===== config.mk =====
export PLATFORM = sky130hd
export DESIGN_NAME = burst_fifo_wm
export DESIGN_NICKNAME = d
export VERILOG_FILES = /design/src/rtl/bfw_pkg.sv /design/src/rtl/bfw_store.sv /design/src/rtl/bfw_level.sv /design/src/rtl/bfw_drain_fsm.sv /design/src/rtl/bfw_drop_mon.sv /design/src/rtl/burst_fifo_wm.sv
export SDC_FILE = /design/constraint.sdc
export NUM_CORES = 1
export LEC_CHECK = 0
export ABC_AREA = 1
export CAP_MARGIN = 20
export CORE_MARGIN = 2
export CORE_UTILIZATION = 60
export CTS_BUF_LIST = sky130_fd_sc_hd__clkbuf_4 sky130_fd_sc_hd__clkbuf_8
export DETAILED_ROUTE_END_ITERATION = 10
export PLACE_DENSITY = 0.91
export SLEW_MARGIN = 25
export SYNTH_ARGS = -nofsm -noshare
export SYNTH_HDL_FRONTEND = slang
export SYNTH_SLANG_ARGS = --single-unit

===== constraint.sdc =====
create_clock -name clk -period 2.5 [get_ports clk]
set_input_delay 0.5 -clock clk [delete_from_list [all_inputs] [get_ports clk]]
set_output_delay 0.5 -clock clk [all_outputs]
set_load 0.02 [all_outputs]

===== src/rtl/bfw_pkg.sv =====
package bfw_pkg;

    typedef enum logic [0:0] {
        DS_IDLE  = 1'b0,
        DS_DRAIN = 1'b1
    } drain_state_e;

    function automatic int unsigned idx_width(input int unsigned n);
        return (n > 1) ? $clog2(n) : 1;
    endfunction

endpackage


===== src/rtl/bfw_store.sv =====
module bfw_store #(
    parameter int unsigned DATA_W    = 16,
    parameter int unsigned CAP_WORDS = 16
) (
    input  logic              clk,
    input  logic              rst_n,
    input  logic              wr_en,
    input  logic [DATA_W-1:0] wr_data,
    input  logic              rd_en,
    output logic [DATA_W-1:0] rd_data
);
    localparam int unsigned PTR_W = bfw_pkg::idx_width(CAP_WORDS);
    localparam logic [PTR_W-1:0] PTR_LAST = PTR_W'(CAP_WORDS - 1);

    logic [DATA_W-1:0] mem_q [CAP_WORDS];
    logic [PTR_W-1:0]  wr_ptr_q;
    logic [PTR_W-1:0]  rd_ptr_q;

    always_ff @(posedge clk) begin
        if (wr_en) begin
            mem_q[wr_ptr_q] <= wr_data;
        end
    end

    always_ff @(posedge clk or negedge rst_n) begin
        if (!rst_n) begin
            wr_ptr_q <= '0;
            rd_ptr_q <= '0;
        end else begin
            if (wr_en) begin
                wr_ptr_q <= (wr_ptr_q == PTR_LAST) ? '0 : wr_ptr_q + 1'b1;
            end
            if (rd_en) begin
                rd_ptr_q <= (rd_ptr_q == PTR_LAST) ? '0 : rd_ptr_q + 1'b1;
            end
        end
    end

    assign rd_data = mem_q[rd_ptr_q];

endmodule


===== src/rtl/bfw_level.sv =====
module bfw_level #(
    parameter int unsigned CAP_WORDS = 16,
    parameter int unsigned BURST_LEN = 4,
    parameter int unsigned HWM_WORDS = 12,
    localparam int unsigned OCC_W    = $clog2(CAP_WORDS + 1)
) (
    input  logic             clk,
    input  logic             rst_n,
    input  logic             push,
    input  logic             pop,
    output logic [OCC_W-1:0] occ,
    output logic             full,
    output logic             burst_avail,
    output logic             in_ready
);
    localparam logic [OCC_W-1:0] CAP_V = OCC_W'(CAP_WORDS);
    localparam logic [OCC_W-1:0] BL_V  = OCC_W'(BURST_LEN);
    localparam logic [OCC_W-1:0] HWM_V = OCC_W'(HWM_WORDS);

    logic [OCC_W-1:0] occ_q;

    always_ff @(posedge clk or negedge rst_n) begin
        if (!rst_n) begin
            occ_q <= '0;
        end else begin
            unique case ({push, pop})
                2'b10:   occ_q <= occ_q + 1'b1;
                2'b01:   occ_q <= occ_q - 1'b1;
                default: occ_q <= occ_q;
            endcase
        end
    end

    always_comb begin
        occ         = occ_q;
        full        = (occ_q == CAP_V);
        burst_avail = (occ_q >= BL_V);
        in_ready    = (occ_q < HWM_V);
    end

endmodule


===== src/rtl/bfw_drain_fsm.sv =====
module bfw_drain_fsm
    import bfw_pkg::*;
#(
    parameter int unsigned BURST_LEN = 4
) (
    input  logic clk,
    input  logic rst_n,
    input  logic drain_go,
    input  logic burst_avail,
    output logic pop,
    output logic out_valid,
    output logic out_last
);
    localparam int unsigned BEAT_W = idx_width(BURST_LEN);
    localparam logic [BEAT_W-1:0] LAST_BEAT = BEAT_W'(BURST_LEN - 1);

    drain_state_e     state_q, state_d;
    logic [BEAT_W-1:0] beat_q, beat_d;

    always_comb begin
        state_d = state_q;
        beat_d  = beat_q;
        unique case (state_q)
            DS_IDLE: begin
                beat_d = '0;
                if (drain_go && burst_avail) begin
                    state_d = DS_DRAIN;
                end
            end
            DS_DRAIN: begin
                if (beat_q == LAST_BEAT) begin
                    state_d = DS_IDLE;
                    beat_d  = '0;
                end else begin
                    beat_d = beat_q + 1'b1;
                end
            end
            default: begin
                state_d = DS_IDLE;
                beat_d  = '0;
            end
        endcase
    end

    always_ff @(posedge clk or negedge rst_n) begin
        if (!rst_n) begin
            state_q <= DS_IDLE;
            beat_q  <= '0;
        end else begin
            state_q <= state_d;
            beat_q  <= beat_d;
        end
    end

    always_comb begin
        out_valid = 1'b0;
        out_last  = 1'b0;
        unique case (state_q)
            DS_IDLE: begin
                out_valid = 1'b0;
                out_last  = 1'b0;
            end
            DS_DRAIN: begin
                out_valid = 1'b1;
                out_last  = (beat_q == LAST_BEAT);
            end
            default: begin
                out_valid = 1'b0;
                out_last  = 1'b0;
            end
        endcase
        pop = out_valid;
    end

endmodule


===== src/rtl/bfw_drop_mon.sv =====
module bfw_drop_mon #(
    parameter int unsigned CNT_W = 8
) (
    input  logic             clk,
    input  logic             rst_n,
    input  logic             drop,
    output logic             drop_pulse,
    output logic             drop_sticky,
    output logic [CNT_W-1:0] drop_count
);
    logic             pulse_q;
    logic             sticky_q;
    logic [CNT_W-1:0] cnt_q;

    always_ff @(posedge clk or negedge rst_n) begin
        if (!rst_n) begin
            pulse_q  <= 1'b0;
            sticky_q <= 1'b0;
            cnt_q    <= '0;
        end else begin
            pulse_q <= drop;
            if (drop) begin
                sticky_q <= 1'b1;
                if (cnt_q != {CNT_W{1'b1}}) begin
                    cnt_q <= cnt_q + 1'b1;
                end
            end
        end
    end

    assign drop_pulse  = pulse_q;
    assign drop_sticky = sticky_q;
    assign drop_count  = cnt_q;

endmodule


===== src/rtl/burst_fifo_wm.sv =====
module burst_fifo_wm #(
    parameter int unsigned DATA_W       = 16,
    parameter int unsigned BURST_LEN    = 4,
    parameter int unsigned DEPTH_BURSTS = 4,
    parameter int unsigned HWM_BURSTS   = 3,
    parameter int unsigned DROP_CNT_W   = 8
) (
    input  logic                  clk,
    input  logic                  rst_n,
    input  logic                  in_valid,
    input  logic [DATA_W-1:0]     in_data,
    output logic                  in_ready,
    output logic                  burst_avail,
    input  logic                  drain_go,
    output logic                  out_valid,
    output logic [DATA_W-1:0]     out_data,
    output logic                  out_last,
    output logic                  drop_pulse,
    output logic                  drop_sticky,
    output logic [DROP_CNT_W-1:0] drop_count
);
    localparam int unsigned CAP_WORDS = DEPTH_BURSTS * BURST_LEN;
    localparam int unsigned HWM_WORDS = HWM_BURSTS * BURST_LEN;
    localparam int unsigned OCC_W     = $clog2(CAP_WORDS + 1);

    logic             pop;
    logic             full;
    logic             accept;
    logic             drop;
    logic [OCC_W-1:0] occ;

    // A beat leaving this cycle frees a slot, so a word arriving alongside it fits.
    assign accept = in_valid && (!full || pop);
    assign drop   = in_valid && full && !pop;

    bfw_store #(
        .DATA_W    (DATA_W),
        .CAP_WORDS (CAP_WORDS)
    ) u_store (
        .clk     (clk),
        .rst_n   (rst_n),
        .wr_en   (accept),
        .wr_data (in_data),
        .rd_en   (pop),
        .rd_data (out_data)
    );

    bfw_level #(
        .CAP_WORDS (CAP_WORDS),
        .BURST_LEN (BURST_LEN),
        .HWM_WORDS (HWM_WORDS)
    ) u_level (
        .clk         (clk),
        .rst_n       (rst_n),
        .push        (accept),
        .pop         (pop),
        .occ         (occ),
        .full        (full),
        .burst_avail (burst_avail),
        .in_ready    (in_ready)
    );

    bfw_drain_fsm #(
        .BURST_LEN (BURST_LEN)
    ) u_drain (
        .clk         (clk),
        .rst_n       (rst_n),
        .drain_go    (drain_go),
        .burst_avail (burst_avail),
        .pop         (pop),
        .out_valid   (out_valid),
        .out_last    (out_last)
    );

    bfw_drop_mon #(
        .CNT_W (DROP_CNT_W)
    ) u_drop (
        .clk         (clk),
        .rst_n       (rst_n),
        .drop        (drop),
        .drop_pulse  (drop_pulse),
        .drop_sticky (drop_sticky),
        .drop_count  (drop_count)
    );

endmodule


### Word-level counts from Yosys, hierarchy flattened

Memories as Yosys holds them, arrays and structs flattened.
Index checks and enable logic that the tools add are counted.

* output and inout bits: 30
* bits of input ports: 20
* bits in writable memories: 256
* memories: 1
* logic and storage cells: 46
* flip-flop bits (word level): 26

* bitwise gates (word level): 1
* mux-type cells: 12
* $add $sub $neg: 6
* order comparisons: 2
* reductions and logical operators: 9
* eq/ne operators: 7

Memory list
* u_store.mem_q: words 16, bits a word 16, read ports 1, clocked after Yosys merged registers in 0, write ports 1, line bfw_store.sv:15 `logic [DATA_W-1:0] mem_q [CAP_WORDS];`

Operator list (number)
* 5-bit case mux with 2 select lines: 1
* 4-bit by 1-bit adder with 4-bit output, second input constant: 2
* 8-bit by 1-bit adder with 8-bit output, second input constant: 1
* 4-bit equality test, second input constant: 2
* 4-bit 2-to-1 mux: 2
* 8-bit inequality test, second input constant: 1
* 1-bit case mux with 2 select lines: 3
* 5-bit by 1-bit adder with 5-bit output, second input constant: 1
* 5-bit equality test, second input constant: 1
* 5-bit by 3-bit greater-or-equal comparator with 1-bit output, second input constant: 1
* 5-bit by 4-bit less-than comparator with 1-bit output, second input constant: 1
* 5-bit by 1-bit subtractor with 5-bit output, second input constant: 1
* 2-bit equality test, second input constant: 2
* 1-bit logical AND: 4
* 1-bit 2-to-1 mux: 4
* 2-bit case mux with 2 select lines: 1
* 2-bit by 1-bit adder with 2-bit output, second input constant: 1
* 2-bit by 1-bit equality test with 1-bit output, second input constant: 1
* 1-bit zero test: 2
* 2-bit 2-to-1 mux: 1
* 2-bit AND reduction: 1
* 2-bit nonzero test: 1
* 1-bit logical OR: 1
* 1-bit inverter: 1

### Longest topological paths before layout

* word-level depth: 6
* mapped depth: 14
* mapped depth without buffers: 14

### Hierarchy

A second synthesis with hierarchy kept.

* cell total of the unflattened synthesis: 1244
* area, all modules: 12678.4 µm²

Modules (own cells, without submodules)
* bfw_store: area an instance 11549.8 µm², times used 1, cells each 1099
* bfw_drop_mon: area an instance 534.3 µm², times used 1, cells each 66
* bfw_level: area an instance 437.9 µm², times used 1, cells each 59
* bfw_drain_fsm: area an instance 136.4 µm², times used 1, cells each 15
* burst_fifo_wm: area an instance 20.0 µm², times used 1, cells each 5

### Worst setup path before layout

OpenSTA, ideal clock, no wires.

* path type: register -> register
* start: register u_drain.state_q
* end: memory u_store.mem_q[11][0], enable pin
* cell stages (with the launch flop): 7
* buffers on the path: 0
* arrival: 1.820 ns
* data required time: 2.112 ns
* library setup time: 0.388 ns
* setup slack: 0.291 ns
* cell sequence: dfrtp_1 -> inv_2 -> nand4_2 -> nand2_2 -> nor2_1 -> inv_1 -> nor2_1

* cells in the longest elaborated chain, start to end: 6

Ends and longest elaborated chain
* start, declared: line bfw_drain_fsm.sv:17 `drain_state_e state_q, state_d;`
* start signal, assigned: line bfw_drain_fsm.sv:50 `state_q <= state_d;`
* 1-bit inverter: line bfw_drain_fsm.sv:58 `unique case (state_q)`
* 1-bit case mux with 2 select lines (*): line bfw_drain_fsm.sv:58
* 1-bit logical OR (*): line burst_fifo_wm.sv:33 `assign accept = in_valid && (!full || pop);`
* 1-bit logical AND (*): line burst_fifo_wm.sv:33
* 1-bit 2-to-1 mux (*): line bfw_store.sv:20 `if (wr_en) begin`
* 1-bit 2-to-1 mux (not written as such) (*): line bfw_store.sv:21 `mem_q[wr_ptr_q] <= wr_data;`
* end, declared: line bfw_store.sv:15

Mark *: on every way between the ends. The rest lies on a longest branch, timed or not.

### Worst setup path in the final report

* start: register u_store.rd_ptr_q[0]
* end: output port out_data[10]

* cells in the longest elaborated chain, start to end: 1

Ends and longest elaborated chain
* start, declared: line bfw_store.sv:17 `logic [PTR_W-1:0] rd_ptr_q;`
* start signal, assigned: line bfw_store.sv:34 `rd_ptr_q <= (rd_ptr_q == PTR_LAST) ? '0 : rd_ptr_q + 1'b1;`
* memory read 16 x 16 bit
* end, declared: line burst_fifo_wm.sv:16 `output logic [DATA_W-1:0] out_data,`

Every way passes these cells.

==> reports/qor.txt <==
Status - complete, but fails checks
Failing checks - negative setup slack
Root buffer cell - clkbuf_8
Clock Path Buffers - 3
Asr flop ratio synth - 0.0922
RSZ-0062 raised after global routing - true
H-tree lvl count - 2
Hold Path Class - input pin to async pin
I/O pins - 50
Site row count - 50
Critical Path, Cell by Cell - buf_6, buf_16, o21ai_1, o22ai_1, nand2_1, nand3_2, buf_6
Setup slack after layout - -0.282 ns
Register area share after synthesis - 0.722
Synth Register Bits - 282
Layout net count - 1080
Core region area - 0.0188 mm2
Die Height - 143 um
Setup CP Type - flop to primary output
DP Wirelength - 17000 um
Fillers - 959
Initial antenna violation count - 0
Layout cell share with drive strength beyond 1 - 0.225
Maximum vdd drop - 0.695 mV
Mapped Area - 0.0115 mm2
Nature of the critical path startpoint - flop
Hold Slack - 0.319 ns
Critical Path Max Stage Delay - 0.60 ns
Yosys warns - 0
Crit. End Element - primary output
Number of buffers created by CTS - 44
Final min period - 2.78 ns
Register clock-pin slew on the reported worst setup and hold paths - 0.07 ns
First-pass GRT wire length - 50100 um
Layout area overhead - 22.6%
Top FF cell, synth - edfxtp_1
Post-route ant nets - 0
Global placer's final weighted congestion - 0.892
Die Wd - 143 um
Critical Path Slowest Stage Cell - dfrtp_4
DR pass1 iterations - 6
Number of global-route vias before repair - 8814
Final Hold Viols - 0
Maximum capacitance violations - 0
Latest clock arrival within the worst-skew pair - 0.57 ns
Stages on worst setup path - 7
CP most frequent cell - buf_6
Initial core utilization - 0.615
Maximum number of pins on one net before global-route repair - 43
Number of synthesized flops with an enable pin - 256
Achievable Freq - 359 MHz
Synth cell types - 34
Routed len/inst - 26.6 um
Post-Place Setup Slack - -0.0113 ns
DRC Markers - 0
Cells after synthesis - 934
Die area - 0.0204 mm2
Crit Path Max Fanout - 16
Iter 0 DRT Violations - 1674
Mean Syn Cell Area - 12.4 um2
Worst slew pin tran - 0.731 ns
Static Leak - 5.08 nW
Vias per cell - 6.80
Antenna cell count - 0
Setup Skew - 0.0460 ns
Arrival time worst endpoint - 2.28 ns
Mapped Nets - 963
Cell family with most CP delay - flip-flops
TritonCTS clock tree - yes
Pwr Density - 1260 mW/mm2
Tot GR Track Use - 0.337
Req. time, crit path - 2.00 ns
Max Slew Vio Count - 0
Relative max-transition margin - 0.511
Vias - 8945
WP buf/inv - 3
Port Buffer Count - 49
Congestion Overflow GR - 0
CTS Sinks - 282
Final period util - 1.11
Worst reg2reg path depth - 11
Setup violators final - 16
Detailed Route WL - 35100 um
## worst paths after layout
kind,startpoint,endpoint,slack [ns]
hold / removal,rst_n,u_drop.drop_count[6],0.32
setup reg to reg,u_drain.state_q,u_level.occ[4],0.64
min in group clk,u_drain.beat_q[0],u_drain.beat_q[0],0.46
max in group asynchronous,rst_n,u_store.rd_ptr_q[0],1.88
hold reg to reg,u_drain.beat_q[0],u_drain.beat_q[0],0.46
setup / recovery,u_store.rd_ptr_q[0],out_data[10],-0.28
## per-layer routing
layer,global-route usage,share of wire
met5,0,0
met2,0.535,0.46
met1,0.411,0.32
met3,0.0949,0.14
met4,0.215,0.072
## flip-flops by register name, indices dropped and copies added, names as in the netlist
signal              count
u_store.rd_ptr_q        4
u_store.mem_q         256
u_level.occ             5
u_drain.beat_q          2
u_store.wr_ptr_q        4
u_drain.state_q         1
u_drop.drop_sticky      1
u_drop.drop_pulse       1
u_drop.drop_count       8
## cell usage after synthesis, types with 9 or more instances
master    instances  area, um2
edfxtp_1        256       7690
nor2_1          184        691
o21ai_0         102        510
nand2_1          91        342
nand3_1          53        265
o21ai_1          38        190
o211ai_1         32        240
o22ai_1          32        200
inv_1            28        105
dfrtp_1          26        651
buf_2            19       95.1
clkbuf_1         14       52.6
buf_6            11        124
ha_1              9        113
## power breakdown
part	total (mW)	leakage (nW)	internal [mW]	switching, mW
logic	8.04	2.01	3.12	4.93
registers	6.03	2.64	5.67	0.355
clock network	3.74	0.438	1.92	1.82
## cell type report
class,count,area (um2),share of cell area
Sequential cell,282,8340,0.590
Multi-Input combinational cell,566,3070,0.217
Timing Repair Buffer,121,1480,0.104
Clock buffer,62,741,0.0524
Tap cell,234,293,0.0207
Inverter,36,150,0.0106
Clock inverter,15,77.6,0.00548
## cells in the final DEF (no fill, tap or decap), types with 5 or more instances in the layout
| cell | n |
|---|---|
| buf_16 | 10 |
| buf_6 | 14 |
| nor2_4 | 8 |
| o211ai_1 | 32 |
| clkinv_1 | 12 |
| xnor2_1 | 5 |
| o22ai_1 | 29 |
| ha_1 | 9 |
| clkdlybuf4s50_1 | 33 |
| buf_12 | 15 |
| dfrtp_1 | 24 |
| nor2_1 | 154 |
| inv_1 | 28 |
| clkbuf_4 | 18 |
| nand3_1 | 41 |
| buf_4 | 43 |
| o21ai_0 | 60 |
| clkbuf_8 | 44 |
| nand3_2 | 13 |
| nand2_1 | 91 |
| o21ai_2 | 21 |
| o21ai_1 | 55 |
| nor2_2 | 24 |
| edfxtp_1 | 256 |
## metrics by stage
step                power (mW)   util  area (um2)  cells  setup TNS (ns)
CTS                       16.9  0.743       13900   1315           -2.24
global placement          11.7  0.670       12600   1221               0
finish                    17.8  0.754       14100   1316           -3.38
global route              18.4  0.754       14100   1316           -4.16
floorplan                 9.68      -       11500    934               0
detailed placement        12.0  0.670       12600   1221         -0.0267
## what timing repair did
item | CTS | global route
gates resized for setup | 161 | 63
hold buffers | 0 | 0
endpoints found under the setup margin | 16 | 16
pin swaps | 20 | 28
setup buffers | 8 | 0
cloned | 9 | 2
## logic make-up after synthesis
| kind of cell | synth area share |
|---|---|
| simple gates | 0.123 |
| mux | 0.000976 |
| xor+xnor | 0.00531 |
| buf+inv | 0.0389 |
| flops | 0.722 |
| fa+ha+maj | 0.00976 |
| compound gates | 0.100 |
Power figures use the tool's default switching activity.
